$ cat src/rtl/tmr_pkg.sv
package tmr_pkg;

  // Control word; bit order is software-visible.
  typedef struct packed {
    logic       oneshot;  // bit 7
    logic [2:0] presc;    // bits 6:4
    logic [1:0] src;      // bits 3:2
    logic       reload;   // bit 1
    logic       run;      // bit 0
  } ctrl_t;

  localparam int CTRL_W = 8;
  localparam int DIV_W  = 7;

  // Low-bit mask for a 2^p divider.
  function automatic logic [DIV_W-1:0] presc_mask(input logic [2:0] p);
    logic [DIV_W:0] one_hot;
    one_hot = (DIV_W+1)'(1) << p;
    return DIV_W'(one_hot - (DIV_W+1)'(1));
  endfunction

endpackage

$ cat src/rtl/tmr_tick_select.sv
module tmr_tick_select #(
  parameter int NSRC = 4,
  parameter int SRCW = 2
) (
  input  logic            clk,
  input  logic            rst_n,
  input  logic [NSRC-1:0] tick_src,
  input  logic [SRCW-1:0] sel,
  input  logic [2:0]      presc,
  input  logic            run,
  output logic            src_tick,
  output logic            cnt_tick
);
  import tmr_pkg::*;

  logic [DIV_W-1:0] div_q;
  logic [DIV_W-1:0] mask;

  always_comb begin
    src_tick = 1'b0;
    for (int s = 0; s < NSRC; s++)
      if (sel == SRCW'(s)) src_tick = tick_src[s];
  end

  assign mask     = presc_mask(presc);
  assign cnt_tick = run && src_tick && ((div_q & mask) == mask);

  always_ff @(posedge clk) begin
    if (!rst_n)        div_q <= '0;
    else if (!run)     div_q <= '0;
    else if (src_tick) div_q <= div_q + DIV_W'(1);
  end

endmodule

$ cat src/rtl/tmr_channel.sv
module tmr_channel #(
  parameter int CW         = 32,
  parameter int NSRC       = 4,
  parameter int STOP_TICKS = 2
) (
  input  logic              clk,
  input  logic              rst_n,
  input  logic              ctrl_we,
  input  logic              ival_we,
  input  logic [CW-1:0]     wdata,
  input  logic [NSRC-1:0]   tick_src,
  output tmr_pkg::ctrl_t    ctrl_rd,
  output logic [CW-1:0]     ival,
  output logic [CW-1:0]     count,
  output logic              expire,
  output logic              active,
  output logic              oneshot
);
  import tmr_pkg::*;

  localparam int STW = $clog2(STOP_TICKS + 1);

  ctrl_t          ctrl_q;
  ctrl_t          wr_ctrl;
  logic           pend_q;
  logic [CW-1:0]  ival_q;
  logic [CW-1:0]  cnt_q;
  logic           active_q;
  logic [STW-1:0] stop_q;
  logic           src_tick;
  logic           cnt_tick;
  logic           stop_done;

  // Next count on a counting tick.
  function automatic logic [CW-1:0] step_count(input logic [CW-1:0] cur,
                                               input logic [CW-1:0] iv,
                                               input logic          pend,
                                               input logic          one);
    if (pend)                  return iv;
    else if (cur == CW'(1))    return one ? '0 : iv;
    else                       return cur - CW'(1);
  endfunction

  assign wr_ctrl = ctrl_t'(wdata[CTRL_W-1:0]);

  tmr_tick_select #(.NSRC(NSRC), .SRCW(2)) u_tick (
    .clk      (clk),
    .rst_n    (rst_n),
    .tick_src (tick_src),
    .sel      (ctrl_q.src),
    .presc    (ctrl_q.presc),
    .run      (active_q),
    .src_tick (src_tick),
    .cnt_tick (cnt_tick)
  );

  assign expire    = cnt_tick && !pend_q && (cnt_q == CW'(1));
  assign stop_done = active_q && !ctrl_q.run && src_tick &&
                     (stop_q == STW'(STOP_TICKS - 1));

  always_ff @(posedge clk) begin
    if (!rst_n) begin
      ctrl_q   <= '0;
      pend_q   <= 1'b0;
      ival_q   <= '0;
      cnt_q    <= '0;
      active_q <= 1'b0;
      stop_q   <= '0;
    end else begin
      if (ival_we) ival_q <= wdata;

      if (cnt_tick) begin
        cnt_q  <= step_count(cnt_q, ival_q, pend_q, ctrl_q.oneshot);
        pend_q <= 1'b0;
        if (expire && ctrl_q.oneshot) begin
          active_q   <= 1'b0;
          ctrl_q.run <= 1'b0;
        end
      end

      if (active_q && !ctrl_q.run && src_tick) begin
        if (stop_done) begin
          active_q <= 1'b0;
          stop_q   <= '0;
        end else begin
          stop_q <= stop_q + STW'(1);
        end
      end

      if (ctrl_we) begin
        ctrl_q        <= wr_ctrl;
        ctrl_q.reload <= 1'b0;
        if (wr_ctrl.reload) pend_q <= 1'b1;
        if (wr_ctrl.run) begin
          active_q <= 1'b1;
          stop_q   <= '0;
        end
      end
    end
  end

  assign ctrl_rd = ctrl_q;
  assign ival    = ival_q;
  assign count   = cnt_q;
  assign active  = active_q;
  assign oneshot = ctrl_q.oneshot;

endmodule

$ cat src/rtl/countdown_timer_bank.sv
module countdown_timer_bank #(
  parameter int NCH        = 2,
  parameter int CW         = 32,
  parameter int AW         = 8,
  parameter int NSRC       = 4,
  parameter int STOP_TICKS = 2
) (
  input  logic            clk,
  input  logic            rst_n,
  input  logic [AW-1:0]   reg_addr,
  input  logic            reg_we,
  input  logic [CW-1:0]   reg_wdata,
  output logic [CW-1:0]   reg_rdata,
  input  logic [NSRC-1:0] tick_src,
  output logic            irq
);
  import tmr_pkg::*;

  localparam int SLW = AW - 4;

  logic [SLW-1:0]         slot;
  logic [3:0]             off;
  logic                   glob_hit;
  logic [NCH-1:0]         ch_hit;
  logic [NCH-1:0]         ien_q;
  logic [NCH-1:0]         sts_q;
  logic [NCH-1:0]         ch_expire;
  logic [NCH-1:0]         ch_active;
  logic [NCH-1:0]         ch_oneshot;
  logic [NCH-1:0][CW-1:0] ch_count;
  logic [NCH-1:0][CW-1:0] ch_ival;
  ctrl_t                  ch_ctrl [NCH];
  logic [NCH-1:0]         sts_clr;

  assign slot     = reg_addr[AW-1:4];
  assign off      = reg_addr[3:0];
  assign glob_hit = (slot == '0);

  for (genvar i = 0; i < NCH; i++) begin : g_ch
    localparam logic [SLW-1:0] MY_SLOT = SLW'(i + 1);
    assign ch_hit[i] = (slot == MY_SLOT);

    tmr_channel #(.CW(CW), .NSRC(NSRC), .STOP_TICKS(STOP_TICKS)) u_ch (
      .clk      (clk),
      .rst_n    (rst_n),
      .ctrl_we  (reg_we && ch_hit[i] && off == 4'h0),
      .ival_we  (reg_we && ch_hit[i] && off == 4'h4),
      .wdata    (reg_wdata),
      .tick_src (tick_src),
      .ctrl_rd  (ch_ctrl[i]),
      .ival     (ch_ival[i]),
      .count    (ch_count[i]),
      .expire   (ch_expire[i]),
      .active   (ch_active[i]),
      .oneshot  (ch_oneshot[i])
    );
  end

  assign sts_clr = (reg_we && glob_hit && off == 4'h4) ? reg_wdata[NCH-1:0] : '0;

  always_ff @(posedge clk) begin
    if (!rst_n) begin
      ien_q <= '0;
      sts_q <= '0;
    end else begin
      if (reg_we && glob_hit && off == 4'h0) ien_q <= reg_wdata[NCH-1:0];
      sts_q <= (sts_q & ~sts_clr) | ch_expire;
    end
  end

  assign irq = |(sts_q & ien_q);

  always_comb begin
    reg_rdata = '0;
    if (glob_hit) begin
      if (off == 4'h0) reg_rdata = CW'(ien_q);
      if (off == 4'h4) reg_rdata = CW'(sts_q);
    end
    for (int i = 0; i < NCH; i++) begin
      if (ch_hit[i]) begin
        if (off == 4'h0) reg_rdata = CW'(ch_ctrl[i]);
        if (off == 4'h4) reg_rdata = ch_ival[i];
        if (off == 4'h8) reg_rdata = ch_count[i];
      end
    end
  end

endmodule

$ cat config.mk
export PLATFORM = sky130hd
export DESIGN_NAME = countdown_timer_bank
export DESIGN_NICKNAME = d
export VERILOG_FILES = /design/src/rtl/tmr_pkg.sv /design/src/rtl/tmr_tick_select.sv /design/src/rtl/tmr_channel.sv /design/src/rtl/countdown_timer_bank.sv
export SDC_FILE = /design/constraint.sdc
export NUM_CORES = 1
export LEC_CHECK = 0
export ABC_AREA = 1
export BUFFER_PORTS_ARGS = -buffer_cell sky130_fd_sc_hd__buf_2
export CAP_MARGIN = 15
export CORE_AREA = 2 2 206 208
export CTS_CLUSTER_DIAMETER = 120
export DETAILED_ROUTE_END_ITERATION = 7
export DIE_AREA = 0 0 208 210
export GPL_TIMING_DRIVEN = 0
export MAX_ROUTING_LAYER = met4
export PLACE_DENSITY = 0.47
export SETUP_SLACK_MARGIN = 0.3
export SLEW_MARGIN = 5
export SYNTH_ARGS = -nofsm -noshare
export SYNTH_HDL_FRONTEND = slang
export SYNTH_SLANG_ARGS = --single-unit
$ cat constraint.sdc
create_clock -name clk -period 3.25 [get_ports clk]
set_clock_uncertainty 0.1 [all_clocks]
set_input_delay 0.325 -clock clk [delete_from_list [all_inputs] [get_ports clk]]
set_output_delay 0.325 -clock clk [all_outputs]
set_load 0.01 [all_outputs]
==> results_dict.tcl <==
set metrics [dict create \
    drt-pass1-iter-count 5 \
    drt_first_iter_violations 781 \
    tritoncts "yes" \
    power_leakage_nw 5.45 \
    fin_nets 1799 \
    synth-seq-area-share 0.328 \
    synth_nets 1701 \
    layout_cell_share_with_drive_strength_beyond_1 0.109 \
    total_setup_violations_reported_at_the_end_of_the_flow 0 \
    numClockSinks 168 \
    synth_seq_cells 168 \
    drc 0 \
    first_global_vias 10648 \
    synth-edff-count 0 \
    yosys_cell_types 44 \
    synth_top_area_share 0.328 \
    finish.utilization 0.287 \
    io_pins 80 \
    worstHoldPathType "input port to register" \
    outcome "finished clean" \
    synth_area_mm2 0.0103 \
    slew_at_the_pin_closest_to_its_max_slew_limit_ps 921 \
    initial_core_util 0.247 \
    clk_latency_ps 460 \
    antenna_cells_inserted 0 \
    portBuffers 79 \
    antenna_found_initial 0 \
    worst_setup_path_start_kind "input port" \
    power.density_mw_per_mm2 366 \
    route.antenna.remaining_nets 0 \
    critPathKind "input port to output port" \
    crit_chain "buf_2 -> nor2_2 -> nand3_2 -> clkinv_1 -> clkbuf_1 -> nand2_1 -> o21ai_0 -> nand2_1 -> o211ai_1 -> buf_2" \
    synth_flop_cell "dfxtp_1" \
    die_x_um 208 \
    gr-total-overflow 0 \
    cp.arrival_ps 2370 \
    cp_slowest_cell "clkbuf_1" \
    maxSlewViolCount 0 \
    slew-limit-headroom 0.386 \
    ctsRootBufferMaster "clkbuf_16" \
    grt_max_degree 17 \
    crit_path_max_fanout 10 \
    cts-buffers-inserted 17 \
    rsz0062_at_grt "no" \
    synth.most_common_cell "nand2_1" \
    place.gp.congestion 1.01 \
    cts.htree.levels 4 \
    via_per_inst 4.83 \
    synthDominantAreaCellType "dfxtp_1" \
    core_region_mm2 0.0415 \
    required_time_of_the_worst_setup_path_ps 2820 \
    slowest_delay_ps 410 \
    clockBufferDepth 2 \
    maxCapViolCount 0 \
    yosysWarningCount 0 \
    totalWireLength_um 42500 \
    wl_per_cell_um 18.5 \
    crit_path_capture_type "output port" \
    synth.area.top_cells "dfxtp_1 33%, nand2_1 12%, nor2_1 11%, o21ai_0 9.2%, inv_1 6.4%" \
    mapped_cells 1648 \
    postSynthAreaPerCell_um2 6.23 \
    family_of_cells_with_the_greatest_summed_delay_on_the_critical_path "buffers and inverters" \
    fillers 4774 \
    final.period_utilization 0.861 \
    area_growth_syn_to_layout_pct 16.1 \
    critical_path.n_buffers_inverters 4 \
    first_pass_grt_wire_length_um 64400 \
    post-dp-hpwl_um 34000 \
    worst_setup_hold_path_clk_slew_ps 70 \
    max-vdd-ir-drop_mv 0.360 \
    max_freq_mhz 358 \
    timing_hold_violations_final 0 \
    dieArea_mm2 0.0437 \
    grt_usage 0.201 \
    synth.top_cells.by_count "333 x nand2_1, 310 x nor2_1, 188 x o21ai_0, 174 x inv_1, 168 x dfxtp_1" \
    fin_setup_tns_ps 0 \
    rows 75 \
    synthArstFlopShare 0 \
    reg2reg_setup_slack_ps 900 \
    vias 11089 \
    fp.dieH_um 210 \
    period_minus_slack_ps 2800 \
]
==> cells in the final DEF (no fill, tap or decap), types with 3 or more instances in the layout <==
master,n
a21oi_1,96
nand3_1,116
inv_2,4
o22ai_1,4
clkbuf_8,3
a22o_1,5
nand2_1,333
buf_2,104
inv_1,174
nor2_1,310
clkbuf_16,17
nor3_2,3
nand4_1,15
nor2_2,10
o211ai_1,27
clkbuf_1,40
nand2_2,16
dfxtp_1,168
ha_1,6
a221oi_1,4
nor2_4,9
o21ai_0,188
clkinv_2,3
nand3_2,3
clkbuf_2,3
a31oi_1,24
and2_1,3
xor2_1,30
nor3_1,9
buf_6,3
==> through the flow <==
stage	hold slack [ps]	instance area, um2	power, mW	std cells	worst slack, ps
floorplan	316	10300	2.20	1648	1370
global placement	324	11300	2.31	2266	203
detailed placement	336	11300	2.31	2266	177
CTS	7.56	11900	4.39	2297	388
global route	22.0	11900	4.48	2297	353
finish	26.6	11900	4.36	2297	453
==> path summary, 6_finish.rpt <==
| check | from | to | cells after the start |
|---|---|---|---|
| setup / recovery | reg_addr[1] | reg_rdata[14] | 10 |
| hold reg to reg | g_ch[1].u_ch.stop_q[1] | g_ch[1].u_ch.stop_q[1] | 2 |
| hold / removal | reg_wdata[21] | g_ch[0].u_ch.ival[21] | 3 |
| setup reg to reg | g_ch[0].u_ch.count[1] | g_ch[0].u_ch.count[24] | 11 |
==> timing repair <==
| action | in CTS | in global routing |
|---|---|---|
| endpoints found under the setup margin | 5 | 2 |
| hold buffers | 0 | 0 |
| buffers inserted | 0 | 0 |
| pin swaps | 0 | 0 |
| gates resized for setup | 1 | 4 |
==> tightest hold or removal path, stage by stage <==
cell and delay (ps):
buf_2 100, nor2_1 40, nor2_1 80
==> power by group <==
group	internal (mW)	switching (mW)
combinational	0.0504	0.147
sequential	2.06	0.00319
clock	1.19	0.908
==> per-layer routing <==
| metal | wire (um) | up-vias | track usage | part of all wire |
|---|---|---|---|---|
| li1 | - | 5552 | - | - |
| met1 | 19000 | 5161 | 0.248 | 0.45 |
| met2 | 20300 | 307 | 0.334 | 0.48 |
| met3 | 1670 | 69 | 0.0232 | 0.039 |
| met4 | 1490 | 0 | 0.0827 | 0.035 |
| met5 | 0 | - | - | 0 |
==> kinds of logic after synthesis <==
kind of cell | Yosys count | synth area share
fa+ha+maj | 6 | 0.00731
simple gates | 838 | 0.351
compound gates | 355 | 0.188
flops | 168 | 0.328
buf+inv | 251 | 0.101
xor+xnor | 30 | 0.0256
==> sequential cells by signal (all words and copies together) (netlist names) <==
signal,flops
g_ch.u_ch.count,64
g_ch.u_ch.pend_q,2
sts_q,2
g_ch.u_ch.active,2
g_ch.u_ch.ival,64
g_ch.u_ch.oneshot,2
g_ch.u_ch.stop_q,4
g_ch.u_ch.ctrl_rd,12
ien_q,2
g_ch.u_ch.u_tick.div_q,14
==> layout make-up <==
| type | instances | area, um2 | area share |
|---|---|---|---|
| plain buffers | 71 | 359 | 0.0301 |
| clock buffers | 24 | 482 | 0.0404 |
| clock inverters | 7 | 92.6 | 0.00777 |
| inverters | 180 | 676 | 0.0567 |
| multi-input cells | 1229 | 5870 | 0.493 |
| flip-flops and latches | 168 | 3360 | 0.282 |
| well taps | 539 | 674 | 0.0566 |
| repair buffers | 79 | 395 | 0.0332 |
Power figures use the tool's default switching activity.
